`config.mk`:
```
export PLATFORM = sky130hd
export DESIGN_NAME = xplace_disp
export DESIGN_NICKNAME = d
export VERILOG_FILES = /design/src/rtl/xplace_pkg.sv /design/src/rtl/xplace_tag_array.sv /design/src/rtl/xplace_classify.sv /design/src/rtl/xplace_disp.sv
export SDC_FILE = /design/constraint.sdc
export NUM_CORES = 1
export LEC_CHECK = 0
export BUFFER_PORTS_ARGS = -buffer_cell sky130_fd_sc_hd__buf_4
export CORE_MARGIN = 4
export CORE_UTILIZATION = 35
export CTS_CLUSTER_DIAMETER = 100
export DETAILED_ROUTE_END_ITERATION = 8
export PLACE_DENSITY_LB_ADDON = 0.12
export SETUP_SLACK_MARGIN = 0.15
export SLEW_MARGIN = 15
export SYNTH_ARGS = -nofsm -noshare
export SYNTH_HDL_FRONTEND = slang
export SYNTH_HIERARCHICAL = 1
export SYNTH_SLANG_ARGS = --single-unit
export TNS_END_PERCENT = 30
```
`constraint.sdc`:
```
create_clock -name clk_i -period 9.35 [get_ports clk_i]
set_clock_uncertainty 0.1 [all_clocks]
set_input_delay 1.87 -clock clk_i [delete_from_list [all_inputs] [get_ports clk_i]]
set_output_delay 1.87 -clock clk_i [all_outputs]
set_load 0.1 [all_outputs]
```
`src/rtl/xplace_pkg.sv`:
```
package xplace_pkg;
  parameter int LINE_AW = 16;
  parameter int ST_W    = 2;

  typedef struct packed {
    logic               vld;
    logic [LINE_AW-1:0] addr;
    logic [ST_W-1:0]    st;
  } tag_ent_t;

  typedef enum logic [2:0] {
    ACT_NONE    = 3'd0,
    ACT_ACCESS  = 3'd1,
    ACT_PROMOTE = 3'd2,
    ACT_DEMOTE  = 3'd3,
    ACT_EVICT   = 3'd4,
    ACT_MISS    = 3'd5,
    ACT_DEFER   = 3'd6,
    ACT_ERROR   = 3'd7
  } act_e;

  localparam logic [1:0] ARR_I    = 2'd0;
  localparam logic [1:0] ARR_D    = 2'd1;
  localparam logic [1:0] ARR_L2   = 2'd2;
  localparam logic [1:0] ARR_NONE = 2'd3;

  localparam logic [2:0] RQ_LOAD   = 3'd0;
  localparam logic [2:0] RQ_FETCH  = 3'd1;
  localparam logic [2:0] RQ_STORE  = 3'd2;
  localparam logic [2:0] RQ_ATOMIC = 3'd3;

  localparam logic [1:0] PATH_STORE = 2'd2;
endpackage

```
`src/rtl/xplace_tag_array.sv`:
```
module xplace_tag_array
  import xplace_pkg::*;
#(
  parameter int SETS = 8,
  parameter int IW   = 4,
  parameter int NRD  = 2
) (
  input  logic                      clk_i,
  input  logic                      rst_ni,
  input  logic [NRD-1:0][IW-1:0]    rd_idx_i,
  output tag_ent_t [NRD-1:0]        rd_ent_o,
  input  logic                      we_i,
  input  logic [IW-1:0]             widx_i,
  input  tag_ent_t                  wdata_i
);
  // SETS must be a power of two no larger than 2**IW
  localparam int SW = (SETS > 1) ? $clog2(SETS) : 1;

  tag_ent_t mem [SETS];

  for (genvar g = 0; g < NRD; g++) begin : g_rd
    assign rd_ent_o[g] = mem[rd_idx_i[g][SW-1:0]];
  end

  always_ff @(posedge clk_i or negedge rst_ni) begin
    if (!rst_ni) begin
      for (int s = 0; s < SETS; s++) mem[s] <= '0;
    end else if (we_i) begin
      mem[widx_i[SW-1:0]] <= wdata_i;
    end
  end
endmodule

```
`src/rtl/xplace_classify.sv`:
```
module xplace_classify
  import xplace_pkg::*;
#(
  parameter int IW1 = 3,
  parameter int IW2 = 4,
  parameter int IW  = 4
) (
  input  logic               req_valid_i,
  input  logic [2:0]         req_type_i,
  input  logic [LINE_AW-1:0] req_addr_i,
  input  logic               busy_i,
  input  tag_ent_t           ent_i_i,
  input  tag_ent_t           ent_d_i,
  input  tag_ent_t           l2_req_i,
  input  tag_ent_t           l2_vic_i,
  input  logic               hit_i_i,
  input  logic               hit_d_i,
  input  logic               hit_l2_i,
  output logic [IW-1:0]      vic_idx_o,
  output act_e               code_o,
  output logic [LINE_AW-1:0] addr_o,
  output logic [1:0]         path_o,
  output logic [ST_W-1:0]    st_o,
  output logic [1:0]         clr_arr_o,
  output logic [IW-1:0]      clr_idx_o,
  output logic [1:0]         set_arr_o,
  output logic [IW-1:0]      set_idx_o,
  output tag_ent_t           set_ent_o
);
  logic          is_fetch, own_hit, oth_hit;
  tag_ent_t      own_e, oth_e;
  logic [1:0]    own_arr, oth_arr;
  logic [IW-1:0] i1, i2r;

  assign is_fetch  = (req_type_i == RQ_FETCH);
  assign own_e     = is_fetch ? ent_i_i : ent_d_i;
  assign oth_e     = is_fetch ? ent_d_i : ent_i_i;
  assign own_hit   = is_fetch ? hit_i_i : hit_d_i;
  assign oth_hit   = is_fetch ? hit_d_i : hit_i_i;
  assign own_arr   = is_fetch ? ARR_I : ARR_D;
  assign oth_arr   = is_fetch ? ARR_D : ARR_I;
  assign i1        = IW'(req_addr_i[IW1-1:0]);
  assign i2r       = IW'(req_addr_i[IW2-1:0]);
  assign vic_idx_o = IW'(own_e.addr[IW2-1:0]);

  always_comb begin
    code_o    = ACT_NONE;
    addr_o    = req_addr_i;
    path_o    = '0;
    st_o      = '0;
    clr_arr_o = ARR_NONE;
    clr_idx_o = '0;
    set_arr_o = ARR_NONE;
    set_idx_o = '0;
    set_ent_o = '0;
    if (req_valid_i) begin
      if (req_type_i > RQ_ATOMIC) begin
        code_o = ACT_ERROR;
      end else begin
        path_o = (req_type_i >= RQ_STORE) ? PATH_STORE : req_type_i[1:0];
        if (oth_hit) begin
          // wrong first-level array: push line down before access
          if (!l2_req_i.vld) begin
            code_o = ACT_DEMOTE;  st_o = oth_e.st;
            clr_arr_o = oth_arr;  clr_idx_o = i1;
            set_arr_o = ARR_L2;   set_idx_o = i2r;  set_ent_o = oth_e;
          end else begin
            code_o = ACT_EVICT;   addr_o = l2_req_i.addr;  st_o = l2_req_i.st;
            clr_arr_o = ARR_L2;   clr_idx_o = i2r;
          end
        end else if (own_hit) begin
          code_o = ACT_ACCESS;
          st_o   = own_e.st;
        end else if (!own_e.vld) begin
          if (hit_l2_i) begin
            code_o = ACT_PROMOTE; st_o = l2_req_i.st;
            clr_arr_o = ARR_L2;   clr_idx_o = i2r;
            set_arr_o = own_arr;  set_idx_o = i1;  set_ent_o = l2_req_i;
          end else begin
            code_o = ACT_MISS;
            set_arr_o = own_arr;  set_idx_o = i1;
            set_ent_o = '{vld: 1'b1, addr: req_addr_i, st: '0};
          end
        end else if (!l2_vic_i.vld) begin
          code_o = ACT_DEMOTE;  addr_o = own_e.addr;  st_o = own_e.st;
          clr_arr_o = own_arr;  clr_idx_o = i1;
          set_arr_o = ARR_L2;   set_idx_o = vic_idx_o;  set_ent_o = own_e;
        end else begin
          code_o = ACT_EVICT;   addr_o = l2_vic_i.addr;  st_o = l2_vic_i.st;
          clr_arr_o = ARR_L2;   clr_idx_o = vic_idx_o;
        end
        if (busy_i && (code_o inside {ACT_PROMOTE, ACT_DEMOTE, ACT_EVICT})) begin
          code_o    = ACT_DEFER;
          addr_o    = req_addr_i;
          st_o      = '0;
          clr_arr_o = ARR_NONE;
          set_arr_o = ARR_NONE;
        end
      end
    end
  end
endmodule

```
`src/rtl/xplace_disp.sv`:
```
module xplace_disp
  import xplace_pkg::*;
#(
  parameter int L1_SETS = 8,
  parameter int L2_SETS = 16
) (
  input  logic               clk_i,
  input  logic               rst_ni,
  input  logic               req_valid_i,
  input  logic [2:0]         req_type_i,
  input  logic [LINE_AW-1:0] req_addr_i,
  input  logic               busy_i,
  input  logic               coh_we_i,
  input  logic [LINE_AW-1:0] coh_addr_i,
  input  logic [ST_W-1:0]    coh_state_i,
  output logic               req_ready_o,
  output logic [2:0]         act_code_o,
  output logic [LINE_AW-1:0] act_addr_o,
  output logic [1:0]         act_path_o,
  output logic [ST_W-1:0]    act_state_o
);
  localparam int IW1 = (L1_SETS > 1) ? $clog2(L1_SETS) : 1;
  localparam int IW2 = (L2_SETS > 1) ? $clog2(L2_SETS) : 1;
  localparam int IW  = (IW1 > IW2) ? IW1 : IW2;
  localparam int NARR = 3;

  tag_ent_t [1:0] rd_i, rd_d;
  tag_ent_t [2:0] rd_l2;
  tag_ent_t       ent_req [NARR];
  tag_ent_t       ent_coh [NARR];
  logic [IW-1:0]  coh_idx [NARR];
  logic [IW-1:0]  req_i1, req_i2, vic_idx;
  logic [2:0]     hit_vec;
  logic [NARR-1:0] coh_hit;

  logic           we    [NARR];
  logic [IW-1:0]  widx  [NARR];
  tag_ent_t       wdata [NARR];

  act_e           code;
  logic [1:0]     clr_arr, set_arr;
  logic [IW-1:0]  clr_idx, set_idx;
  tag_ent_t       set_ent;

  assign req_i1     = IW'(req_addr_i[IW1-1:0]);
  assign req_i2     = IW'(req_addr_i[IW2-1:0]);
  assign coh_idx[0] = IW'(coh_addr_i[IW1-1:0]);
  assign coh_idx[1] = IW'(coh_addr_i[IW1-1:0]);
  assign coh_idx[2] = IW'(coh_addr_i[IW2-1:0]);

  xplace_tag_array #(.SETS(L1_SETS), .IW(IW), .NRD(2)) u_arr_i (
    .clk_i, .rst_ni, .rd_idx_i({coh_idx[0], req_i1}), .rd_ent_o(rd_i),
    .we_i(we[0]), .widx_i(widx[0]), .wdata_i(wdata[0]));
  xplace_tag_array #(.SETS(L1_SETS), .IW(IW), .NRD(2)) u_arr_d (
    .clk_i, .rst_ni, .rd_idx_i({coh_idx[1], req_i1}), .rd_ent_o(rd_d),
    .we_i(we[1]), .widx_i(widx[1]), .wdata_i(wdata[1]));
  xplace_tag_array #(.SETS(L2_SETS), .IW(IW), .NRD(3)) u_arr_l2 (
    .clk_i, .rst_ni, .rd_idx_i({coh_idx[2], vic_idx, req_i2}), .rd_ent_o(rd_l2),
    .we_i(we[2]), .widx_i(widx[2]), .wdata_i(wdata[2]));

  assign ent_req[0] = rd_i[0];
  assign ent_req[1] = rd_d[0];
  assign ent_req[2] = rd_l2[0];
  assign ent_coh[0] = rd_i[1];
  assign ent_coh[1] = rd_d[1];
  assign ent_coh[2] = rd_l2[2];

  for (genvar k = 0; k < NARR; k++) begin : g_hit
    assign hit_vec[k] = ent_req[k].vld && (ent_req[k].addr == req_addr_i);
    assign coh_hit[k] = ent_coh[k].vld && (ent_coh[k].addr == coh_addr_i);
  end

  xplace_classify #(.IW1(IW1), .IW2(IW2), .IW(IW)) u_classify (
    .req_valid_i, .req_type_i, .req_addr_i, .busy_i,
    .ent_i_i(ent_req[0]), .ent_d_i(ent_req[1]),
    .l2_req_i(rd_l2[0]), .l2_vic_i(rd_l2[1]),
    .hit_i_i(hit_vec[0]), .hit_d_i(hit_vec[1]), .hit_l2_i(hit_vec[2]),
    .vic_idx_o(vic_idx), .code_o(code), .addr_o(act_addr_o),
    .path_o(act_path_o), .st_o(act_state_o),
    .clr_arr_o(clr_arr), .clr_idx_o(clr_idx),
    .set_arr_o(set_arr), .set_idx_o(set_idx), .set_ent_o(set_ent));

  // tag moves own the write ports; state writes only when no request
  always_comb begin
    tag_ent_t upd;
    for (int k = 0; k < NARR; k++) begin
      we[k]    = 1'b0;
      widx[k]  = '0;
      wdata[k] = '0;
      upd      = ent_coh[k];
      upd.st   = coh_state_i;
      if (set_arr == 2'(k)) begin
        we[k] = 1'b1;  widx[k] = set_idx;  wdata[k] = set_ent;
      end else if (clr_arr == 2'(k)) begin
        we[k] = 1'b1;  widx[k] = clr_idx;
      end else if (coh_we_i && !req_valid_i && coh_hit[k]) begin
        we[k] = 1'b1;  widx[k] = coh_idx[k];  wdata[k] = upd;
      end
    end
  end

  assign act_code_o  = code;
  assign req_ready_o = (code == ACT_ACCESS) || (code == ACT_MISS) ||
                       (code == ACT_DEFER)  || (code == ACT_ERROR);
endmodule

```
==> impl_metrics.toml <==
[detailed_routing]
first_iter_violations = 2700
drt-pass1-iter-count = 8
vias_per_cell = 6.28
drc_errors = 0
vias = 27200
wire_per_inst_microns = 32.8
wl_mm = 142
ant_nets = 0

[placement]
gp_congestion = 0.917
post-dp-hpwl_mm = 94.6
io_buffers = 65
post_dp_cell_area_sq_mm = 0.0411

[sta]
rsz0062_at_grt = "no"
worst_pin_slew_ns = 1.15
setup_tns_ns = 0
finalHoldViolCount = 0
max_freq_mhz = 111
setup-violations-final = 0
slew_viol_final = 0
finalCritPeriodShare = 0.960
min_period_ns = 8.97
maxSlewHeadroom = 0.227

[pwr]
leakagePower_nw = 19.3
p_per_area_mw_per_mm2 = 140
ir_worst_vdd_mv = 0.101

[floorplanning]
dieArea_sq_mm = 0.115
coreArea_sq_mm = 0.109
pin_count = 66
die_w_microns = 340
initial_core_util = 0.353
rows = 121
die_y_microns = 340

[clock_network]
cts_root_buf = "clkbuf_16"
cts_hold_buf = 0
h-tree-depth = 3
clk_pin_slew_worst_paths_ns = 0.05
clock-sinks = 608
cts_buffers = 75
clock_latency_ns = 0.66
post-cts-setup-buffers = 0
tritoncts = "yes"
cts_buffer_depth = 3
cts_resized = 0

[global_route]
use_met2 = 0.384
grt_usage = 0.243
grt_pass1_wl_mm = 206
grt_max_degree = 174
met1_usage = 0.337
gr-usage-met3 = 0.0476
antenna_found_initial = 0
busiest_layer = "met2"
grt_pass1_vias = 28400
gr-total-overflow = 0

[min_path]
hold_class = "reg -> reg"
hold_path.startpoint = "u_arr_d/mem[133]"
hold_path_end = "u_arr_d/mem[133]"
whs_path_depth = 1

[layout]
design_area_sq_mm = 0.0436
n_antenna_cell = 0
final_nets = 2909
drive_gt1_frac = 0.439
area_delta_synth_final_pct = 13.1
finalCoreUtilization = 0.400

[yosys]
ys.warnings.count = 6
synth.avg_cell_area_sq_um = 13.8
synthCells = 2800
syn-num-nets = 2842
synth_area_sq_mm = 0.0385

[setup_path]
path_max_fanout = 41
reg2reg_slack_ns = 2.70
worst-r2r-cell-count = 20
crit_type = "in -> out"
worstSetupStartpointType = "primary input"
cp.arrival_ns = 7.00
reg2reg_to = "u_arr_l2/mem[43]"
endpoint_kind = "output pin"
rr_startpoint = "u_arr_d/mem[49]"
required_ns = 7.38

[flow_run]
maxCapViolations = 0

[run_status]
status = "complete, no violations"
## worst max-delay path by stage
stage / cells after the start / from / slack, ns / to
detailed placement: 14 / req_addr_i[0] / 0.50 / act_addr_o[14]
floorplan: 13 / req_addr_i[0] / 0.23 / req_ready_o
finish: 14 / req_addr_i[0] / 0.38 / act_addr_o[8]
CTS: 14 / req_addr_i[0] / 0.48 / act_addr_o[14]
global placement: 14 / req_addr_i[0] / 0.51 / act_addr_o[8]
global route: 14 / req_addr_i[0] / 0.27 / act_addr_o[14]
## placed cells by master, fill, tap and decap left out, drive strengths merged, types with 3 or more instances in the layout
cell type	instances
bufinv	6
nand2b	11
o22ai	11
o31ai	37
a2111oi	3
nand2	227
xor2	52
and4bb	7
o21ai	45
a2bb2oi	3
mux2i	29
nor2	40
and2	6
o2111ai	3
a21o	3
a21oi	33
o41ai	6
nand4b	7
a221oi	12
mux2	685
mux4	364
nor3b	3
nor3	13
inv	15
nor2b	24
o2bb2ai	12
a22oi	132
buf	235
xnor2	37
nor4	16
o211ai	14
clkinv	13
nand4	14
clkbuf	107
nand3	57
dfrtp	608
## registers in the layout (all words and copies together) (netlist names)
signal        cells
u_arr_d/mem     152
u_arr_l2/mem    304
u_arr_i/mem     152
## layout make-up
| cell class | instances | area (sq um) |
|---|---|---|
| clock buffers | 107 | 2200 |
| clock inverters | 21 | 299 |
| fillers | 10200 | 65500 |
| inverters | 14 | 56.3 |
| multi-input cells | 1933 | 22000 |
| flip-flops and latches | 608 | 15200 |
| well taps | 1414 | 1770 |
| repair buffers | 235 | 2030 |
## power by group
group | switching [mW] | internal [mW] | leakage (nW)
Combinational | 0.335 | 0.138 | 9.62
Clock | 1.20 | 1.80 | 1.23
Sequential | 0.00439 | 2.64 | 8.49
## worst max-delay path, cell delays in order
cell       delay (ns)
buf_8            0.45
buf_4            0.45
mux4_1           0.60
mux2_2           0.31
xnor2_1          0.19
nand4_1          0.12
nor4_1           0.64
buf_4            0.29
nand4bb_1        0.20
o22ai_2          0.50
buf_4            0.30
a221oi_1         0.10
o2bb2ai_1        0.51
buf_4            0.40
## per-layer routing
| layer | vias to the layer above | share of wire | wire length, microns |
|---|---|---|---|
| met2 | 1181 | 0.46 | 65400 |
| met3 | 300 | 0.069 | 9800 |
| li1 | 11100 | - | - |
| met4 | 0 | 0.036 | 5170 |
| met5 | - | 0 | 0 |
| met1 | 14600 | 0.43 | 61800 |
## stage by stage
step                total power, mW  hold WS, ns  worst slack, ns  instances
detailed placement             3.16        0.373            0.500       4204
floorplan                      2.94        0.350            0.225       2800
global route                   6.31        0.404            0.271       4332
CTS                            6.20        0.385            0.475       4332
finish                         6.11        0.380            0.378       4332
global placement               3.16        0.360            0.506       4204
(Power assumes the default switching activity.)
